--- config.mk ---
export PLATFORM = sky130hd
export DESIGN_NAME = its_integ_seq
export DESIGN_NICKNAME = d
export VERILOG_FILES = /design/src/rtl/its_pkg.sv /design/src/rtl/its_line_counter.sv /design/src/rtl/its_down_timer.sv /design/src/rtl/its_event_chain.sv /design/src/rtl/its_integ_seq.sv
export SDC_FILE = /design/constraint.sdc
export NUM_CORES = 1
export LEC_CHECK = 0
export ABC_AREA = 1
export BUFFER_PORTS_ARGS = -buffer_cell sky130_fd_sc_hd__buf_2
export CAP_MARGIN = 10
export CORE_ASPECT_RATIO = 1.25
export CORE_MARGIN = 5
export CORE_UTILIZATION = 55
export CTS_CLUSTER_SIZE = 25
export DETAILED_ROUTE_END_ITERATION = 16
export PLACE_DENSITY = 0.86
export RECOVER_POWER = 50
export SYNTH_ARGS = -nofsm -noshare
export SYNTH_HDL_FRONTEND = slang
export SYNTH_SLANG_ARGS = --single-unit
--- constraint.sdc ---
create_clock -name clk -period 4.6 [get_ports clk]
set_clock_uncertainty 0.1 [all_clocks]
set_input_delay 0.69 -clock clk [delete_from_list [all_inputs] [get_ports clk]]
set_output_delay 0.69 -clock clk [all_outputs]
set_load 0.01 [all_outputs]
--- src/rtl/its_pkg.sv ---
package its_pkg;

    typedef enum logic [1:0] {
        ST_LOAD     = 2'd0,
        ST_EXPOSE   = 2'd1,
        ST_SAMPLE   = 2'd2,
        ST_OVERHEAD = 2'd3
    } its_state_e;

    localparam int SAMPLE_MAX = 200;

    // sample pulse length in clock cycles for a granularity code
    function automatic logic [7:0] sample_cycles(input logic [1:0] g);
        logic [7:0] gx;
        gx = {6'd0, g} + 8'd1;
        return 8'd4 * (8'd12 * gx + 8'd2);
    endfunction

endpackage

--- src/rtl/its_line_counter.sv ---
module its_line_counter #(
    parameter int LINE_W = 10
) (
    input  logic              clk,
    input  logic              rst_n,
    input  logic              load,
    input  logic              sub_mode,
    input  logic              advance,
    input  logic              tick,
    output logic [LINE_W-1:0] cnt
);

    localparam logic [LINE_W-1:0] TOP = '1;

    logic [LINE_W-1:0] step;
    logic [LINE_W-1:0] headroom;
    logic              sat;

    // start value equals the step: 1 in normal mode, 2 when subsampling
    assign step     = sub_mode ? LINE_W'(2) : LINE_W'(1);
    assign headroom = TOP - cnt;
    assign sat      = headroom < step;

    always_ff @(posedge clk or negedge rst_n) begin
        if (!rst_n) begin
            cnt <= '0;
        end else if (load) begin
            cnt <= step;
        end else if (advance && tick) begin
            cnt <= sat ? TOP : cnt + step;
        end
    end

    // restart value follows the mode
    p_line_start_r3: assert property (@(posedge clk) disable iff (!rst_n)
        load |=> (cnt == ($past(sub_mode) ? LINE_W'(2) : LINE_W'(1))));

    // each accepted tick moves the counter by one step
    p_line_step_r2: assert property (@(posedge clk) disable iff (!rst_n)
        (advance && tick && !load && !sat) |=> (cnt == $past(cnt) + $past(step)));

endmodule

--- src/rtl/its_down_timer.sv ---
module its_down_timer #(
    parameter int TMR_W = 8
) (
    input  logic             clk,
    input  logic             rst_n,
    input  logic             load,
    input  logic [TMR_W-1:0] load_val,
    output logic             done
);

    logic [TMR_W-1:0] val;

    always_ff @(posedge clk or negedge rst_n) begin
        if (!rst_n) begin
            val <= '0;
        end else if (load) begin
            val <= load_val;
        end else if (val != '0) begin
            val <= val - 1'b1;
        end
    end

    assign done = (val == '0);

endmodule

--- src/rtl/its_event_chain.sv ---
module its_event_chain #(
    parameter int LINE_W = 10,
    parameter int N_EV   = 3
) (
    input  logic                         clk,
    input  logic                         rst_n,
    input  logic                         frame_start,
    input  logic                         run,
    input  logic                         frame_end,
    input  logic [LINE_W-1:0]            cnt,
    input  logic [N_EV-1:0][LINE_W-1:0]  thr,
    output logic [N_EV-1:0]              rst_q,
    output logic [N_EV-1:0]              win_q,
    output logic                         clear_now
);

    logic [N_EV-1:0] fall;
    logic [N_EV-1:0] prior_ok;

    generate
        for (genvar k = 0; k < N_EV; k++) begin : g_ev
            logic r_q;
            logic w_q;

            if (k == 0) begin : g_first
                assign prior_ok[k] = 1'b1;
            end else begin : g_next
                // a later pulse may drop only with or after its predecessor
                assign prior_ok[k] = !rst_q[k-1] || fall[k-1];

                // reset pulses drop in order
                p_order_r4: assert property (@(posedge clk) disable iff (!rst_n)
                    rst_q[k-1] |-> rst_q[k]);
            end

            assign fall[k] = run && r_q && prior_ok[k] && (cnt >= thr[k]);

            always_ff @(posedge clk or negedge rst_n) begin
                if (!rst_n) begin
                    r_q <= 1'b0;
                    w_q <= 1'b0;
                end else if (frame_start) begin
                    r_q <= 1'b1;
                    w_q <= 1'b0;
                end else if (frame_end) begin
                    w_q <= 1'b0;
                end else if (fall[k]) begin
                    r_q <= 1'b0;
                    w_q <= 1'b1;
                end
            end

            assign rst_q[k] = r_q;
            assign win_q[k] = w_q;

            // a window is open only after its reset has dropped
            p_win_excl_r5: assert property (@(posedge clk) disable iff (!rst_n)
                w_q |-> !r_q);
        end
    endgenerate

    assign clear_now = &(~rst_q | fall);

endmodule

--- src/rtl/its_integ_seq.sv ---
module its_integ_seq
    import its_pkg::*;
#(
    parameter int LINE_W     = 10,
    parameter int OVH_CYCLES = 16
) (
    input  logic              clk,
    input  logic              rst_n,
    input  logic              line_tick,
    input  logic              subsample_en,
    input  logic [1:0]        sample_gran,
    input  logic [LINE_W-1:0] rst_a_line,
    input  logic [LINE_W-1:0] rst_b_line,
    input  logic [LINE_W-1:0] rst_c_line,
    input  logic [LINE_W-1:0] xfer_line,
    output logic [2:0]        pix_reset,
    output logic              sample_pulse,
    output logic              win_total,
    output logic              win_dual,
    output logic              win_triple,
    output logic              odd_cfg_err
);

    localparam int N_EV    = 3;
    localparam int TMR_MAX = (OVH_CYCLES > SAMPLE_MAX) ? OVH_CYCLES : SAMPLE_MAX;
    localparam int TMR_W   = $clog2(TMR_MAX + 1);

    its_state_e state, nxt;

    // shadow copies taken in LOAD
    logic [LINE_W-1:0]           a_sh, b_sh, c_sh, x_sh;
    logic                        sub_sh;
    logic [1:0]                  gran_sh;
    logic [N_EV-1:0][LINE_W-1:0] thr;

    logic [LINE_W-1:0] cnt;
    logic              cnt_mode;
    logic              clear_now;
    logic              go;
    logic              tmr_done;
    logic              tmr_load;
    logic [TMR_W-1:0]  tmr_val;
    logic              frame_end;
    logic [N_EV-1:0]   rst_q;
    logic [N_EV-1:0]   win_q;
    logic              sample_q;
    logic              odd_in;
    logic              odd_q;

    assign thr       = {c_sh, b_sh, a_sh};
    assign cnt_mode  = (state == ST_LOAD) ? subsample_en : sub_sh;
    assign go        = (state == ST_EXPOSE) && clear_now && (cnt >= x_sh);
    assign frame_end = (state == ST_SAMPLE) && tmr_done;
    assign tmr_load  = go || frame_end;
    assign tmr_val   = go ? TMR_W'(sample_cycles(gran_sh) - 8'd1)
                          : TMR_W'(OVH_CYCLES - 1);
    assign odd_in    = rst_a_line[0] | rst_b_line[0] | rst_c_line[0] | xfer_line[0];

    its_line_counter #(.LINE_W(LINE_W)) u_lines (
        .clk      (clk),
        .rst_n    (rst_n),
        .load     (state == ST_LOAD),
        .sub_mode (cnt_mode),
        .advance  (state == ST_EXPOSE),
        .tick     (line_tick),
        .cnt      (cnt)
    );

    its_event_chain #(.LINE_W(LINE_W), .N_EV(N_EV)) u_chain (
        .clk         (clk),
        .rst_n       (rst_n),
        .frame_start (state == ST_LOAD),
        .run         (state == ST_EXPOSE),
        .frame_end   (frame_end),
        .cnt         (cnt),
        .thr         (thr),
        .rst_q       (rst_q),
        .win_q       (win_q),
        .clear_now   (clear_now)
    );

    its_down_timer #(.TMR_W(TMR_W)) u_tmr (
        .clk      (clk),
        .rst_n    (rst_n),
        .load     (tmr_load),
        .load_val (tmr_val),
        .done     (tmr_done)
    );

    // state register
    always_ff @(posedge clk or negedge rst_n) begin
        if (!rst_n) begin
            state <= ST_LOAD;
        end else begin
            state <= nxt;
        end
    end

    // transitions
    always_comb begin
        nxt = state;
        unique case (state)
            ST_LOAD:     nxt = ST_EXPOSE;
            ST_EXPOSE:   if (go)       nxt = ST_SAMPLE;
            ST_SAMPLE:   if (tmr_done) nxt = ST_OVERHEAD;
            ST_OVERHEAD: if (tmr_done) nxt = ST_LOAD;
            default:     nxt = ST_LOAD;
        endcase
    end

    // registered outputs and shadow capture
    always_ff @(posedge clk or negedge rst_n) begin
        if (!rst_n) begin
            a_sh     <= '0;
            b_sh     <= '0;
            c_sh     <= '0;
            x_sh     <= '0;
            sub_sh   <= 1'b0;
            gran_sh  <= 2'd0;
            sample_q <= 1'b0;
            odd_q    <= 1'b0;
        end else begin
            odd_q <= subsample_en & odd_in;
            unique case (state)
                ST_LOAD: begin
                    a_sh    <= rst_a_line;
                    b_sh    <= rst_b_line;
                    c_sh    <= rst_c_line;
                    x_sh    <= xfer_line;
                    sub_sh  <= subsample_en;
                    gran_sh <= sample_gran;
                end
                ST_EXPOSE:   if (go)       sample_q <= 1'b1;
                ST_SAMPLE:   if (tmr_done) sample_q <= 1'b0;
                ST_OVERHEAD: sample_q <= 1'b0;
                default:     sample_q <= 1'b0;
            endcase
        end
    end

    assign pix_reset    = rst_q;
    assign sample_pulse = sample_q;
    assign win_total    = win_q[0];
    assign win_dual     = win_q[1];
    assign win_triple   = win_q[2];
    assign odd_cfg_err  = odd_q;

    // quiet outputs under reset
    always @(posedge clk) begin
        if (!rst_n) begin
            p_reset_quiet_r1: assert (rst_q == '0 && win_q == '0 && !sample_q && !odd_q);
        end
    end

    // sample only after every reset has dropped
    p_sample_clear_r6: assert property (@(posedge clk) disable iff (!rst_n)
        sample_q |-> (rst_q == '0));

    // windows close with the sample pulse
    p_win_drop_r5: assert property (@(posedge clk) disable iff (!rst_n)
        $fell(sample_q) |-> (win_q == '0));

    // shadow settings hold outside LOAD
    p_shadow_hold_r9: assert property (@(posedge clk) disable iff (!rst_n)
        (state != ST_LOAD) |=> ($stable(x_sh) && $stable(sub_sh) && $stable(gran_sh)));

    // odd threshold flag follows its inputs by one cycle
    p_odd_flag_r10: assert property (@(posedge clk) disable iff (!rst_n)
        (subsample_en && odd_in) |=> odd_cfg_err);

endmodule

==> results of run 1 <==
## Yosys cell counts (all sizes together)
library cell	n	area share
o2111ai	1	0.0020
o22ai	3	0.0043
xnor2	4	0.0080
nor4	3	0.0091
ha	54	0.15
nor2	34	0.034
dfrtp	71	0.40
nor3	6	0.0094
nand2	139	0.13
a32o	1	0.0023
clkbuf	8	0.0068
clkinv	1	0.00085
o21ai	55	0.063
fa	1	0.0046
xor2	4	0.0080
a31oi	1	0.0014
buf	5	0.0071
o211ai	5	0.0085
a21o	2	0.0034
nand4	4	0.0057
a22oi	1	0.0017
o21a	1	0.0017
inv	92	0.079
o41a	1	0.0026
nand3	23	0.028
a21oi	22	0.025
## report_power, final
group / internal [mW] / switching (mW) / leakage (nW)
combinational: 0.498 / 0.929 / 1.68
clock: 0.301 / 0.245 / 0.105
sequential: 0.884 / 0.145 / 0.873
total: 1.68 / 1.32 / 2.66
## flip-flops by register name (all words and copies together), names as in the netlist
name,flops
a_sh,10
b_sh,10
c_sh,10
gran_sh,2
odd_cfg_err,1
sample_pulse,1
state,2
sub_sh,1
u_chain.g_ev.r_q,3
u_chain.g_ev.w_q,3
u_lines.cnt,10
u_tmr.val,8
x_sh,10
## worst max-delay path, stage by stage, from the launching register on
cell,delay (ns)
dfrtp_1,0.43
inv_1,0.10
ha_2,0.19
buf_4,0.54
o21ai_0,0.43
ha_1,0.42
a21oi_1,0.10
nor2_1,0.17
nand3_1,0.11
nor2_1,0.16
inv_1,0.10
nor3_1,0.26
a21oi_1,0.12
o21ai_0,0.11
nand2_1,0.07
o21ai_0,0.07
## stage by stage
stage / cells / cell area, um^2
2_1_floorplan: 542 / 4394
3_3_place_gp: 679 / 4735
3_5_place_dp: 679 / 4735
4_1_cts: 694 / 4945
5_1_grt: 694 / 4937
6_report: 694 / 4937
## routing by layer
| metal | track usage | up-vias | wire length (um) |
|---|---|---|---|
| met5 | 0 | - | 0 |
| met4 | 0.1394 | 0 | 450 |
| met3 | 0.02875 | 39 | 536 |
| met2 | 0.4079 | 135 | 5391 |
| met1 | 0.2424 | 1761 | 3930 |
| li1 | - | 1836 | - |
## cell type report
class	count	area [um^2]	share of cell area
clock inverter	6	86.33	0.01749
clock buffer	9	123.9	0.02509
sequential	71	1777	0.3599
inverter	93	349.1	0.07070
timing repair buffer	55	272.8	0.05525
tap	95	118.9	0.02407
multi-input combinational	365	2210	0.4475
## layout by cell type, fill, tap and decap left out, types with 9 or more instances in the layout
| cell | synthesis | final |
|---|---|---|
| nand2_1 | 132 | 132 |
| inv_1 | 86 | 86 |
| dfrtp_1 | 71 | 71 |
| o21ai_0 | 53 | 53 |
| ha_1 | 54 | 53 |
| buf_2 | 1 | 49 |
| nor2_1 | 30 | 30 |
| a21oi_1 | 22 | 22 |
| nand3_1 | 21 | 21 |
| clkbuf_8 | 0 | 9 |
## worst paths after layout
check	startpoint	to	slack, ns	cells after the start
min in group asynchronous	rst_n	a_sh[3]$_DFFE_PN0P_	0.63	1
worst max register to register	state[0]$_DFFE_PN0P_	u_lines.cnt[9]$_DFFE_PN0P_	0.99	15
worst min-delay path	sample_pulse$_DFFE_PN0P_	sample_pulse$_DFFE_PN0P_	0.39	2
worst min register to register	sample_pulse$_DFFE_PN0P_	sample_pulse$_DFFE_PN0P_	0.39	2
worst max-delay path	state[0]$_DFFE_PN0P_	u_lines.cnt[9]$_DFFE_PN0P_	0.99	15
max in group asynchronous	rst_n	sub_sh$_DFF_PN0_	2.01	2
## logic make-up after synthesis
| kind of cell | Yosys count | share of synthesized area |
|---|---|---|
| flip-flops | 71 | 0.4043 |
| AO/OA/AOI/OAI | 93 | 0.1156 |
| XOR/XNOR | 8 | 0.01594 |
| buffers and inverters | 106 | 0.09339 |
| AND/OR/NAND/NOR | 209 | 0.2124 |
| adder cells (fa/ha/maj) | 55 | 0.1583 |
==> metrics.txt, run 1 <==
post-synthesis sequential area ratio 0.4043; layout cell share with drive strength beyond 1 0.1486; ANT nets after route 0; Distinct cells, synth 38; CP required 4.78 ns; hold_ws just under 0.4 ns; Max-slew headroom -0.06609; DIE HEIGHT 109.9 um; wire length per cell between 10 and 15 um; setup TNS 0 ns; maxcap violations 1; Root Buffer clkbuf_8; Final setup viols 0; Max Fclk 276.7 MHz; largest buffer count on any clock path 2; Crit Path Category flop to flop; Setup Buffers After CTS 0; RSZ-0062 raised after global routing false; filler cell count 648; CTS buffer count 9; Final Hold Vio Count 0; fin crit period 3.614 ns; failing checks capacitance limit, slew limit; Ports 54; Resized Gates After CTS 0; Mapped Nets 643; Synth warnings 0; DP HPWL 7.631 mm; leakage dissipation 2.656 nW; crit share post-route 0.7857; Final Power 3.002 mW; H-tree depth 3; fin nets roughly 700; maximum vdd ir drop 0.4372 mV; pwr dens ~610 nW/um^2; largest net degree at the start of global routing 86; register bit total from synthesis 71; vias 3771; Final Util 0.6336; gr usage total 0.2219; drt first pass iters 4; Worst-Margin Slew 1.599 ns; die width 89.95 um; Core Region around 7800 um^2; area of the mapped netlist 4394 um^2; pre-CTS setup slack between 1 and 1.5 ns; Worst-path clk slew 0.08 ns; Layout area overhead 12.36%; # DRC 0; Inserted Diodes 0; status finished with violations; PortBufs 53; total wire length 10.31 mm; initial antenna violation count 0; worst skew pair latency 0.36 ns; CP Data Arrival Time 3.79 ns; grt total ovfl 0; CTS hold repair buffers 0; first-pass GRT wire length about 18 mm; CP endpoint kind flop; drt initial violations 167; crit path max fanout 85; Cells after Synth 542; CTS tree built; final worst slack 0.9857 ns; Final Max Tran Viols 32; CP Launch Type flop; initial core utilization 0.5639; Std-Cell Rows 36; Clock Sinks 71; Min-Delay Path Class flop to flop; Die ar. 9888 um^2; vias in the first global route 3939; mean area per synthesized cell 8.107 um^2; number of vias per cell roughly 5.4; GP Congestion 0.9036
Note: power is estimated with default switching activity, not from simulation.
==> inputs of run 2 (changes only) <==
Settings changed: CORE_UTILIZATION 55 to 53, PLACE_DENSITY 0.86 to 0.87.
Clock period 4.6 ns to 3.3 ns, I/O delays scaled along.
==> metrics.txt, run 2 (synthesis gave the netlist of run 1 again) <==
final standard cell area without fillers 4981 um^2 (+0.89%); pwr dens 855.9 nW/um^2 (+41%); H-tree depth 3 (unchanged); RSZ-0062 raised after global routing false; largest net degree at the start of global routing 57 (-34%); Crit Path Category flop to flop; layout cell share with drive strength beyond 1 0.1545 (+0.005904); drt initial violations 218 (+31%); worst skew pair latency 0.36 ns (about the same); hold_ws 0.2443 ns (-0.1451 ns); failing checks capacitance limit, slew limit; CTS tree built; crit-path most repeated cell o21ai_0; number of vias per cell 5.371 (-1.2%); grt met3 use 0.03514 (+0.006388); met1 Resource Use GR 0.2308 (-0.01166); Critical R2R Capture u_lines.cnt[9]$_DFFE_PN0P_; Setup Buffers After CTS 0 (unchanged); maximum vdd ir drop 0.3993 mV (-8.7%); Hold Path Stages 3 (+1); GP Congestion 0.8876 (-1.8%); Inserted Diodes 0 (unchanged); Critical R2R Launch state[1]$_DFFE_PN0P_; CP required 3.47 ns (-1.31 ns); setup TNS 0 ns (unchanged); Ports 54 (unchanged); PortBufs 53 (unchanged); Final Max Tran Viols 34 (+6.3%); Resized Gates After CTS 0 (unchanged); crit share post-route 0.8882 (+0.1025); routing usage on met2 0.3507 (-0.05726); highest-delay cell along the critical path o21ai_0; Cells after DPL 683 (+0.59%); Clock Sinks 71 (unchanged); crit path cell chain inv_1 -> ha_2 -> o21ai_0 -> ha_1 -> a21oi_1 -> nor2_1 -> nand3_1 -> nor2_1 -> inv_1 -> nor3_1 -> a21oi_1 -> o21ai_0 -> nand2_1 -> o21ai_0; fin nets 698 (+0.29%); die width 91.44 um (+1.7%); CP endpoint kind flop; CP Data Arrival Time 3.10 ns (-0.69 ns); Hold Crit Start rst_c_line[7]; CP Launch Type flop; Die ar. 10220 um^2 (+3.4%); Max-slew headroom -0.1784 (-0.1123); number of cells on the worst reg-to-reg path 14 (-1); most frequent cells in the layout nand2_1 (132), inv_1 (86), dfrtp_1 (71); Core Region 8148 um^2 (+4.6%); leakage dissipation 2.687 nW (+1.2%); gr usage total 0.2022 (-0.01975); Worst-path clk slew 0.08 ns (about the same); status finished with violations; first-pass GRT wire length 17.00 mm (-2.9%); initial antenna violation count 0 (unchanged); max incr delay on CP 0.55 ns (about the same); DIE HEIGHT 111.8 um (+1.7%); CTS buffer count 9 (unchanged); largest buffer count on any clock path 2 (unchanged); DP HPWL 7.562 mm (-0.90%); fin crit period 2.931 ns (-0.6833 ns); wire length per cell 14.21 um (-4.3%); initial core utilization 0.5393 (-0.02459); ANT nets after route 0 (unchanged); Max Fclk 341.2 MHz (+23%); Layout area overhead 13.35%; Final Hold Vio Count 0 (unchanged); vias 3754 (-0.45%); commonest non-fill, non-tap cell in the layout nand2_1; GRT busiest layer met2; drt first pass iters 5 (+1); final cell count without fillers 699 (+0.72%); # DRC 0 (unchanged); Std-Cell Rows 37 (+2.8%); grt total ovfl 0 (unchanged); Worst-Margin Slew 1.768 ns (+0.1685 ns); Min-Delay Path Class input port to flop; DP Area 4765 um^2 (+0.63%); CTS hold repair buffers 0 (unchanged); Root Buffer clkbuf_8; total wire length 9.936 mm (-3.6%); R2R Setup Slk 0.37 ns (-0.62 ns); hold endpoint c_sh[7]$_DFFE_PN0P_; maxcap violations 1 (unchanged); vias in the first global route 3894 (-1.1%); crit path max fanout 5 (-94%); Final setup viols 0 (unchanged)
run 2: cell types whose count changed in the layout (fill, tap and decap cells not counted), sizes merged:
cell      delta
buf          +4
bufinv       +1
clkinvlp     -1
clkbuf       -1
run 2: critical path: cells and delay by family, from the launching register on:
kind            cells  cell delay (ns)
compound gates      5             0.93
buf+inv             2             0.17
simple gates        5             0.75
fa+ha+maj           2             0.51
flops               1             0.41
run 2: through the flow:
| step | setup WS, ns | total power [mW] | util |
|---|---|---|---|
| floorplan | 0.4821 | 2.901 | - |
| global placement | 0.6486 | 3.277 | 0.5848 |
| detailed placement | 0.4683 | 3.438 | 0.5848 |
| CTS | 0.4268 | 4.291 | 0.6138 |
| global route | 0.002140 | 4.683 | 0.6113 |
| finish | 0.3690 | 4.263 | 0.6113 |
run 2: worst max-delay path by stage:
stage                         startpoint                    endpoint  slack, ns  cells after the start
CTS                 state[1]$_DFFE_PN0P_  u_lines.cnt[9]$_DFFE_PN0P_       0.43                     14
global route        state[1]$_DFFE_PN0P_  u_lines.cnt[9]$_DFFE_PN0P_      0.002                     14
global placement    state[0]$_DFFE_PN0P_  u_lines.cnt[4]$_DFFE_PN0P_       0.65                     13
detailed placement  state[1]$_DFFE_PN0P_  u_lines.cnt[9]$_DFFE_PN0P_       0.47                     14
finish              state[1]$_DFFE_PN0P_  u_lines.cnt[9]$_DFFE_PN0P_       0.37                     14
floorplan           state[0]$_DFFE_PN0P_  u_lines.cnt[4]$_DFFE_PN0P_       0.48                     17
run 2: power breakdown:
group	internal (mW)	leakage [nW]	switching, mW
Clock	0.501	0.120	0.337
Combinational	0.707	1.69	1.29
Sequential	1.23	0.873	0.200
run 2: cell type report:
| type | instances | area [um^2] |
|---|---|---|
| Clock buffer | 10 | 127.6 |
| Clock inverter | 6 | 108.9 |
| Fill cell | 697 | 3167 |
| Inverter | 93 | 349.1 |
| Multi-Input combinational cell | 365 | 2210 |
| Sequential cell | 71 | 1777 |
| Tap cell | 97 | 121.4 |
| Timing Repair Buffer | 57 | 287.8 |
run 2: routing by layer:
layer / up-vias / share of wire / wire (um)
met5: - / 0 / 0
met4: 0 / 0.043 / 430
met3: 41 / 0.055 / 543
met2: 134 / 0.50 / 4920
met1: 1733 / 0.41 / 4041
li1: 1846 / - / -
==> inputs of run 3 (changes only) <==
Settings changed: CORE_ASPECT_RATIO 1.25 to 1.4, PLACE_DENSITY 0.87 to 0.83.
==> metrics.txt, run 3 (synthesis gave the netlist of run 1 again) <==
initial core utilization 0.5392 (about the same); pre-CTS setup slack 0.4926 ns (+0.02430 ns); met2 WL 5.071 mm (+3.1%); largest net degree at the start of global routing 54 (-5.3%); RSZ-0062 raised after global routing false; pwr dens 857.4 nW/um^2 (+0.17%); Min-Delay Path Class input port to flop; Crit Path Category flop to flop; number of vias per cell 5.222 (-2.8%); Setup crit start state[0]$_DFFE_PN0P_; drt initial violations 177 (-19%); first-pass GRT wire length 17.06 mm (+0.36%); wire length per cell 13.91 um (-2.2%); Max-slew headroom -0.5238 (-0.3454); CTS hold repair buffers 0 (unchanged); Core Region 8149 um^2 (about the same); crit-path most repeated cell inv_1; Critical R2R Launch state[0]$_DFFE_PN0P_; status finished with violations; DIE HEIGHT 117.7 um (+5.3%); Layout area overhead 14.04%; Clock Sinks 71 (unchanged); Die ar. 10240 um^2 (+0.14%); Worst-Margin Slew 2.286 ns (+0.5180 ns); max incr delay on CP 0.52 ns (-0.03 ns); Max Fclk 343.7 MHz (+0.72%); Hold Crit Start xfer_line[3]; H-tree depth 3 (unchanged); Final Max Tran Viols 73 (+110%); Resized Gates After CTS 0 (unchanged); final worst slack 0.3901 ns (+0.02110 ns); met3 wire len 506 um (-6.8%); CP required 3.41 ns (-0.06 ns); final standard cell area without fillers 5011 um^2 (+0.60%); Worst-path clk slew 0.05 ns (-0.03 ns); crit share post-route 0.8818 (-0.006392); Inserted Diodes 0 (unchanged); fin nets 699 (+0.14%); Ports 54 (unchanged); gr usage total 0.2119 (+0.009752); setup TNS 0 ns (unchanged); crit path max fanout 5 (unchanged); Final Util 0.6149 (+0.003591); Post-Route M1 WL 3.930 mm (-2.7%); Final setup viols 0 (unchanged); GP Congestion 0.8939 (+0.71%); failing checks capacitance limit, slew limit; fin crit period 2.910 ns (-0.02109 ns); Final Hold Vio Count 0 (unchanged); grt total ovfl 0 (unchanged); Root Buffer clkbuf_16; crit path cell chain inv_1 -> ha_2 -> o21ai_0 -> ha_1 -> inv_1 -> fa_1 -> inv_1 -> nand2_1 -> inv_1 -> a31oi_1 -> nor3_1 -> o22ai_1; highest-delay cell along the critical path o21ai_0; maxcap violations 2 (+1); ANT nets after route 0 (unchanged); CP endpoint kind flop; Std-Cell Rows 39 (+5.4%); worst skew pair latency 0.33 ns (-0.03 ns); initial antenna violation count 0 (unchanged); CTS tree built; leakage dissipation 2.681 nW (-0.22%); DP HPWL 7.547 mm (-0.20%); R2R Setup Slk 0.39 ns (+0.02 ns); vias in the first global route 3899 (+0.13%); drt first pass iters 4 (-1); DP Area 4766 um^2 (about the same); CP Data Arrival Time 3.02 ns (-0.08 ns); # DRC 0 (unchanged); die width 86.96 um (-4.9%); PortBufs 53 (unchanged); most frequent cells in the layout nand2_1 (132), inv_1 (86), dfrtp_1 (71); maximum vdd ir drop 0.5511 mV (+38%); largest buffer count on any clock path 2 (unchanged); layout cell share with drive strength beyond 1 0.1412 (-0.01329); total wire length 9.791 mm (-1.5%); Setup Buffers After CTS 0 (unchanged); CP Launch Type flop; CTS buffer count 9 (unchanged); top layer in use met4; commonest non-fill, non-tap cell in the layout nand2_1; vias 3676 (-2.1%)
[run 3: changes by cell type in the layout (fill, tap and decap cells not counted), moves of 3 or more]
cell,change
buf_2,-4
bufinv_16,-3
clkbuf_1,+8
clkbuf_16,+9
clkbuf_8,-8
[run 3: worst paths after layout]
check / end / depth (start not counted)
setup / recovery: u_lines.cnt[8]$_DFFE_PN0P_ / 12
hold / removal: x_sh[3]$_DFFE_PN0P_ / 3
setup reg to reg: u_lines.cnt[8]$_DFFE_PN0P_ / 12
hold reg to reg: x_sh[0]$_DFFE_PN0P_ / 2
max in group asynchronous: u_chain.g_ev[2].r_q$_DFFE_PN0P_ / 2
min in group asynchronous: a_sh[7]$_DFFE_PN0P_ / 2
[run 3: worst max-delay path, delay by kind of cell (launching register included)]
kind	cells	cell delay, ns
DFF	1	0.39
and+or+nand+nor	2	0.31
AOI/OAI and AO/OA	3	0.72
buffers and inverters	4	0.36
adders and majority gates	3	0.91
[run 3: report_power, final]
group / total (mW) / switching [mW] / internal (mW)
Clock: 0.865 / 0.341 / 0.524
Sequential: 1.43 / 0.191 / 1.24
Combinational: 2.00 / 1.29 / 0.711
Total: 4.30 / 1.83 / 2.47
[run 3: per-layer routing]
metal | vias up | GRT usage
met2 | 103 | 0.3527
met1 | 1695 | 0.2491
li1 | 1848 | -
met4 | 0 | 0.1111
met5 | - | 0
met3 | 30 | 0.04692
[run 3: area by class of cell]
type | instances | area, um^2
repair buffers | 58 | 289.0
clock inverters | 1 | 5.005
flip-flops and latches | 71 | 1777
multi-input cells | 365 | 2210
clock buffers | 14 | 254.0
inverters | 93 | 349.1
fillers | 714 | 3138
well taps | 102 | 127.6
[run 3: metrics by stage]
stage,hold WS [ns],power [mW],instances
finish,0.2638,4.296,704
global route,0.2698,4.752,704
CTS,0.09089,4.335,704
detailed placement,0.3662,3.438,689
global placement,0.3612,3.298,689
floorplan,0.09941,2.901,542
